--- src/rtl/tdc_combiner.sv ---
module tdc_combiner #(
  parameter int FINE_W   = 5,
  parameter int COARSE_W = 15
) (
  input  logic                       clk,
  input  logic                       rst_n,
  input  logic                       arm,
  input  logic                       start,
  input  logic [FINE_W-1:0]          start_fine,
  input  logic                       stop,
  input  logic [FINE_W-1:0]          stop_fine,
  output logic [COARSE_W+FINE_W-1:0] result,
  output logic                       result_valid,
  output logic                       overflow
);

  localparam int RES_W = COARSE_W + FINE_W;
  localparam logic [COARSE_W-1:0] CNT_TOP = '1;

  typedef enum logic [1:0] {S_IDLE, S_ARMED, S_RUN, S_DONE} st_t;

  st_t                st;
  logic [COARSE_W-1:0] cnt;
  logic [FINE_W-1:0]   sfine;
  logic [RES_W-1:0]    sum;

  assign sum = {cnt, {FINE_W{1'b0}}} + RES_W'(sfine) - RES_W'(stop_fine);

  always_ff @(posedge clk or negedge rst_n) begin
    if (!rst_n) begin
      st           <= S_IDLE;
      cnt          <= '0;
      sfine        <= '0;
      result       <= '0;
      result_valid <= 1'b0;
      overflow     <= 1'b0;
    end else if (arm) begin
      st           <= S_ARMED;
      cnt          <= '0;
      result       <= '0;
      result_valid <= 1'b0;
      overflow     <= 1'b0;
    end else begin
      case (st)
        S_ARMED: if (start) begin
          st    <= S_RUN;
          cnt   <= COARSE_W'(1);
          sfine <= start_fine;
        end
        S_RUN: begin
          if (stop) begin
            st           <= S_DONE;
            result       <= sum;
            result_valid <= 1'b1;
          end else if (cnt == CNT_TOP) begin
            st       <= S_DONE;
            overflow <= 1'b1;
          end else begin
            cnt <= cnt + 1'b1;
          end
        end
        default: ;
      endcase
    end
  end

  p_excl_r8: assert property (@(posedge clk) disable iff (!rst_n)
    !(result_valid && overflow));

  p_arm_clear_r2: assert property (@(posedge clk) disable iff (!rst_n)
    arm |=> (!result_valid && !overflow && result == '0));

  p_hold_r7: assert property (@(posedge clk) disable iff (!rst_n)
    (result_valid && !arm) |=> (result_valid && $stable(result)));

  p_ovf_hold_r8: assert property (@(posedge clk) disable iff (!rst_n)
    (overflow && !arm) |=> (overflow && !result_valid));

  p_nonzero_r4: assert property (@(posedge clk) disable iff (!rst_n)
    result_valid |-> (result != '0));

  p_no_early_r5: assert property (@(posedge clk) disable iff (!rst_n)
    (st == S_ARMED && !arm) |=> !result_valid);

endmodule

--- config.mk ---
export PLATFORM = sky130hd
export DESIGN_NAME = tdc_combiner
export DESIGN_NICKNAME = d
export VERILOG_FILES = /design/src/rtl/tdc_combiner.sv
export SDC_FILE = /design/constraint.sdc
export NUM_CORES = 1
export LEC_CHECK = 0
export ABC_AREA = 1
export CORE_UTILIZATION = 42
export CTS_BUF_LIST = sky130_fd_sc_hd__clkbuf_16
export CTS_CLUSTER_SIZE = 28
export DETAILED_ROUTE_END_ITERATION = 8
export GPL_TIMING_DRIVEN = 0
export HOLD_SLACK_MARGIN = 0.08
export PLACE_DENSITY = 0.74
export SYNTH_ARGS = -nofsm -noshare
export SYNTH_HDL_FRONTEND = slang
export SYNTH_SLANG_ARGS = --single-unit
--- constraint.sdc ---
create_clock -name clk -period 2.82 [get_ports clk]
set_input_delay 0.423 -clock clk [delete_from_list [all_inputs] [get_ports clk]]
set_output_delay 0.423 -clock clk [all_outputs]
set_load 0.01 [all_outputs]
Word level (Yosys, flattened, before mapping)
Index checks and enable logic that the tools add are counted.
- flip-flop bits (word level): 44
- latch bits: 0
- memory bits (writable): 0
- memory bits (read-only): 0
- input bits: 15
- output and inout bits: 22
- memories: 0
- add/sub/neg operators: 3
- $mul: 0
- divide/modulo/power cells: 0
- order comparisons: 0
- equal/unequal tests: 8
- shift-type cells: 0
- mux-type cells: 20
- bitwise gates (word level): 1
- reduce and logical (&&, ||, !) cells: 9
- operators with widths (kind ; count):
    two-way mux 15 bit ; 4
    two-way mux 20 bit ; 3
    one-hot mux 15 bit (2 select lines) ; 1
    adder 20 x 5 -> 20 bit ; 1
    subtractor 20 x 5 -> 20 bit ; 1
    adder 15 x 1 -> 15 bit, second input constant ; 1
    == test 15 bit, second input constant ; 1
    inequality test 3 bit, second input constant ; 3
    AND reduction 3 bit ; 3
    two-way mux 2 bit ; 4
    two-way mux 1 bit ; 7
    nonzero test 2 bit ; 3
    inequality test 4 bit, second input constant ; 1
    one-hot mux 2 bit (2 select lines) ; 1
    AND reduction 4 bit ; 1
    nonzero test 3 bit ; 1
    == test 2 x 1 -> 1 bit, second input constant ; 1
    == test 2 bit, second input constant ; 1
    inequality test 2 bit, second input constant ; 1
    AND reduction 2 bit ; 1
    inverter 1 bit ; 1

Depth between registers and ports, before layout
Gate-level depths: netlist of run 1.
- word-level depth: 5
- gate-level depth with buffers: 11
- depth with buffers taken out: 11

Least setup slack after synthesis of run 1
No wires, ideal clock.
- kind: input to register
- start point: input stop_fine[0]
- end point: register result[12]
- data arrival time: 1.623 ns
- setup slack: 1.080 ns
- stages: 9
- path buffers: 0
- cells stage by stage: ha_1 > inv_1 > fa_1 > nand3_1 > nor2_1 > nor2_2 > nand4_1 > nand3_1 > nand2_1
- word-level cells in the longest chain between the ends: 4
- ends and longest elaborated chain (what ; line ; text):
    from (decl) ; 11 ; input logic [FINE_W-1:0] stop_fine,
    subtractor 20 x 5 -> 20 bit ; 27 ; assign sum = {cnt, {FINE_W{1'b0}}} + RES_W'(sfine) - RES_W'(stop_fine);
    two-way mux 20 bit ; 51 ; if (stop) begin
    two-way mux 20 bit ; 44 ; case (st)
    two-way mux 20 bit ; 37 ; end else if (arm) begin
    to (signal assigned) ; 53 ; result <= sum;
    to (decl) ; 12 ; output logic [COARSE_W+FINE_W-1:0] result,
No other way between the ends. The select of a mux whose other input is x is not followed.
A chain may end at the register's enable or synchronous reset.

Final worst setup path of run 1
Ends and elaborated chain as after synthesis.

==> metrics.cfg, run 1 <==
[outcome]
status = completed

[clock_tree]
cts.clk_slew.worst_paths_ns = 0.06
cts_setup_buffers = 0
root_buffer = clkbuf_16
cts_hold_buf = 0
cts_sinks = 44
cts_tree = built
insertion_delay_ns = 0.28
postCtsResizedCells = 0
cts.path.max_buffers = 2
ctsHtreeMaxLevel = 2
cts_buffers = 5

[detailed_routing]
wl_per_cell_um = 12.90
num_vias = 2752
highest_layer = met4
wl_met2_mm = 3.456
wl_met3_um = 365
first_iter_violations = 177
routed_via_density = 4.976
wl_mm = 7.133
antenna_left = 0
wl_met1_mm = 3.243
drc = 0
drtPass1Iterations = 7

[sta]
fin_crit_sh_pct = 75.81
relSlewSlack_pct = 60.46
timing.hold.ws_ns = 0.1432
fin_worst_skew_ns = 0.006330
fmax_mhz = 467.8
setup_viol = 0
min_period_ns = 2.138
fin_setup_tns_ns = 0
slew_viol_final = 0
hold_viol = 0
rsz0062_at_grt = no
max_slew.worst_pin.slew_ns = 0.5931
setup_slack_ns = 0.6822

[global_route]
grt_max_degree = 25
grt_util_all_layers_pct = 20.78
grt_antenna_before_repair = 0
grt_first_pass_wirelength_mm = 12.10
grt_overflow = 0
grt_pass1_vias = 2567

[worst_setup_path]
cp_data_arrival_time_ns = 2.31
worst-path-max-fanout = 10
worstSetupStartpointType = primary input
end_kind = flop
cp.required_ns = 2.99
worstSetupPathType = primary input to flop

[floorplan]
start_util_pct = 43.59
coreArea_um2 = 6794
fp.dieH_um = 85.97
dieArea_um2 = 7391
core.rowCount = 30
die_w_um = 85.97
io_pins = 37

[yosys]
async_flop_share_pct = 100.0
ys_seq_area_share_pct = 37.18
yosys_warnings = 0
syn_avg_cell_area_um2 = 7.171
synth-seq-cells = 44
synth_cell_type_count = 38
post_synth_instance_area_um2 = 2962
synth_flop_cell = dfrtp_1
synth-edff-count = 0
synthesis.nets = 436
syn-instance-count = 413

[power]
vdd_drop_max_mv = 0.2725
p_per_area_nw_per_um2 = 616.7
total_power_mw = 2.219
leakagePower_nw = 1.775

[layout]
num_antenna_cells = 0
stdcell_count = 553
fin_util_pct = 52.96
drive_gt1_share_pct = 12.04
synthToLayoutAreaGrowth_pct = 21.50
nNetsFinal = 480
fin_area_um2 = 3598

[job]
cap_violations = 0

[hold_path]
hp-class = primary input to async pin

[placed_design]
place_congestion = 0.8440
dp_hpwl_mm = 5.507
placed_area_um2 = 3465
pre_cts_ws_ns = 0.3885
numPortBuffers = 36
dp.cells = 546

## placed cells by master (no fill, tap or decap), types with 6 or more instances in the layout
cell | Yosys | layout
nand2_1 | 115 | 115
nor2_1 | 50 | 50
inv_1 | 47 | 48
nand3_1 | 47 | 47
dfrtp_1 | 44 | 44
clkdlybuf4s50_1 | 0 | 35
o21ai_0 | 18 | 18
a21oi_1 | 11 | 11
nand4_1 | 9 | 9
nand2_2 | 9 | 9
ha_1 | 7 | 7
o21ai_2 | 6 | 6
## sequential cells by signal, indices dropped and copies added, names as in the netlist
register,flops
result,20
cnt,15
sfine,5
st,2
overflow,1
result_valid,1
## synthesized netlist by cell type, drive strengths merged (3+ instances only)
| cell | number | share of area, % |
|---|---|---|
| nand2 | 125 | 17 |
| nor2 | 57 | 9.0 |
| ha | 7 | 3.0 |
| nand4 | 10 | 2.6 |
| clkbuf | 3 | 0.42 |
| o21ai | 25 | 5.0 |
| a21oi | 12 | 2.2 |
| dfrtp | 44 | 37 |
| buf | 11 | 2.7 |
| mux2 | 4 | 1.5 |
| nor3 | 4 | 0.68 |
| nand3 | 50 | 9.2 |
| inv | 49 | 6.2 |
## final cells by class
| class | count | area, µm² |
|---|---|---|
| Timing Repair Buffer | 37 | 382.9 |
| Clock inverter | 2 | 8.758 |
| Multi-Input combinational cell | 305 | 1580 |
| Buffer | 14 | 92.59 |
| Tap cell | 96 | 120.1 |
| Fill cell | 670 | 3196 |
| Clock buffer | 5 | 125.1 |
| Inverter | 50 | 187.7 |
| Sequential cell | 44 | 1101 |
## per-layer routing
| layer | GRT usage, % | vias up |
|---|---|---|
| li1 | - | 1405 |
| met3 | 3.657 | 7 |
| met4 | 6.061 | 0 |
| met1 | 27.92 | 1250 |
| met5 | 0 | - |
| met2 | 34.20 | 90 |
## cells by family (layout without fill, tap and decap cells)
kind of cell    after synthesis  in the layout  share of synthesized area, %
fa+ha+maj                     8              8                         3.633
flops                        44             44                         37.18
buf+inv                      64            108                         9.463
compound gates               41             41                         8.365
simple gates                249            249                         38.95
xor+xnor                      3              3                        0.8874
mux                           4              4                         1.521
## power breakdown
group / internal, mW / switching [mW] / total [mW] / leakage, nW
combinational: 0.374 / 0.467 / 0.841 / 1.13
clock: 0.319 / 0.235 / 0.554 / 0.0709
sequential: 0.754 / 0.0700 / 0.824 / 0.578
total: 1.45 / 0.773 / 2.22 / 1.77
## worst max-delay path, cell delays in order
cell and delay, ns:
clkdlybuf4s50_1 0.46, ha_1 0.14, inv_1 0.05, fa_1 0.39, nand3_1 0.13, nor2_1 0.06, nor2_2 0.32, nand4_1 0.15
nand3_1 0.14, nand2_1 0.05
## path summary, 6_finish.rpt
kind / startpoint / endpoint / slack, ns / depth (start not counted)
hold reg to reg: result[12] / result[12] / 0.48 / 2
min in group clk: result[12] / result[12] / 0.48 / 2
hold / removal: rst_n / result[1] / 0.14 / 1
setup reg to reg: sfine[0] / result[12] / 0.84 / 10
max in group asynchronous: rst_n / overflow / 2.17 / 2
setup / recovery: stop_fine[0] / result[12] / 0.68 / 10
No activity file was read; power rests on OpenSTA's default activity.
==> run 2: changes to the inputs <==
clock period = 2.2 ns   (was 2.82 ns; I/O delays follow)
==> run 2 against run 1 <==
Compared with the run above: worst hold slack better by 0.33 ns; clock-buffer cell count unchanged; register-to-register slack worse by 0.61 ns; utilization up 0.18 points; flip-flop and latch count unchanged; clock power up 28%; critical path type unchanged; power up 28%; critical endpoint unchanged; highest routed layer unchanged; cell area up 0.35%.
==> metrics.cfg, run 2 (synthesis results as in run 1) <==
[outcome]
status = completed

[detailed_routing]
wl_per_cell_um = 12.84
routed_via_density = 4.919
drtPass1Iterations = 5
wl_mm = 7.116
drc = 0
antenna_left = 0
num_vias = 2725
first_iter_violations = 187

[layout]
synthToLayoutAreaGrowth_pct = 21.93
top_regs = result: 20 flops, cnt: 15 flops, sfine: 5 flops
num_antenna_cells = 0
final_cell_mix = nand2_1 (115), nor2_1 (49), inv_1 (48)
nNetsFinal = 481
largest_register_ffs = 20
layout_commonest_cell = nand2_1
drive_gt1_share_pct = 12.23
nFillCells = 667
top_register = result

[sta]
relSlewSlack_pct = 60.63
fin_setup_tns_ns = 0
setup_viol = 0
setup_slack_ns = 0.1650
hold_viol = 0
fin_worst_skew_ns = 0.006025
fin_crit_sh_pct = 92.50
max_slew.worst_pin.slew_ns = 0.5905
slew_viol_final = 0
fmax_mhz = 491.4
min_period_ns = 2.035
rsz0062_at_grt = no
timing.hold.ws_ns = 0.4776

[worst_setup_path]
path_buf_inv = 2
end_kind = flop
r2r-end = result[12]
worstSetupPathType = primary input to flop
cp_data_arrival_time_ns = 2.21
slowest_delay_ns = 0.46
cp_common_cell = nand3_1
worstSetupStartpointType = primary input
r2r-start = sfine[0]
reg2reg_depth = 10
rrSetupSlack_ns = 0.23
path_delay_family = simple AND/OR/NAND/NOR gates
path_cells = clkdlybuf4s50_1 > ha_1 > inv_1 > fa_1 > nand3_1 > nor2_1 > nor2_2 > nand4_1 > nand3_1 > nand2_1
worst-path-max-fanout = 10
cp.required_ns = 2.37
crit_slowest_cell = clkdlybuf4s50_1

[clock_tree]
cts.clk_slew.worst_paths_ns = 0.06
cts.path.max_buffers = 2
cts_tree = built
cts_sinks = 44
root_buffer = clkbuf_16
insertion_delay_ns = 0.28
cts_buffers = 5
ctsHtreeMaxLevel = 2
cts_setup_buffers = 0

[global_route]
grt_max_degree = 25
grt_util_all_layers_pct = 20.80
grt_first_pass_wirelength_mm = 12.12
grt_overflow = 0
grt_pass1_vias = 2570
grt_antenna_before_repair = 0

[floorplan]
fp.dieH_um = 85.97
dieArea_um2 = 7391
start_util_pct = 43.59
die_w_um = 85.97
io_pins = 37
core.rowCount = 30
coreArea_um2 = 6794

[power]
total_power_mw = 2.850
p_per_area_nw_per_um2 = 789.2
vdd_drop_max_mv = 0.3535
leakagePower_nw = 1.779

[placed_design]
pre_cts_ws_ns = -0.1385
numPortBuffers = 36
dp_hpwl_mm = 5.507
place_congestion = 0.8440

[hold_path]
hp-class = flop to flop
min_from = result[3]
hold_end = result[3]
worstHoldPathCells = 2

[job]
cap_violations = 0

[run 2: worst register-to-register path, stage by stage, from the launching register on]
cell and delay, ns:
dfrtp_1 0.36, inv_1 0.08, ha_1 0.14, inv_1 0.05, fa_1 0.39, nand3_1 0.13
nor2_1 0.06, nor2_2 0.31, nand4_1 0.15, nand3_1 0.14, nand2_1 0.05
[run 2: per-layer routing]
layer  up-vias  share of wire [%]  track usage, %
met5         -                  0               0
met4         0                1.0           6.061
met3         7                4.0           3.657
met2        60                 48           34.20
met1      1251                 47           27.98
li1       1407                  -               -
[run 2: worst max path at each step]
stage	startpoint	slack, ns	cells past startpoint	to
2_1_floorplan	sfine[0]	0.48	10	result[12]
3_3_place_gp	rst_n	-0.39	1	cnt[12]
3_5_place_dp	stop_fine[0]	-0.14	10	result[12]
4_1_cts	stop_fine[0]	0.15	10	result[12]
5_1_grt	stop_fine[0]	0.03	10	result[12]
6_report	stop_fine[0]	0.17	10	result[12]
[run 2: layout make-up]
type                    count  area, µm²  area share (%)
clock buffers               5      125.1           3.465
inverters                  50      187.7           5.198
plain buffers              14      92.59           2.564
multi-input cells         305       1583           43.83
clock inverters             2      8.758          0.2426
flip-flops and latches     44       1101           30.49
well taps                  96      120.1           3.326
repair buffers             38      392.9           10.88
[run 2: report_power, final]
group / total, mW / internal [mW] / switching, mW / leakage, nW
Clock: 0.711 / 0.408 / 0.303 / 0.0709
Combinational: 1.08 / 0.482 / 0.600 / 1.13
Sequential: 1.06 / 0.967 / 0.0896 / 0.578
[run 2: per-stage QoR]
step                util [%]  area (µm²)  cells
finish                 53.15        3611    554
global route           53.15        3611    554
CTS                    53.11        3608    554
detailed placement     50.99        3465    546
global placement       50.66        3442    545
floorplan                  -        2962    413
[run 2: what timing repair did]
action	in CTS	in global routing
hold buffers	1	0
resized for setup	0	1
endpoints found under the hold margin	23	0
endpoints found under the setup margin	0	1
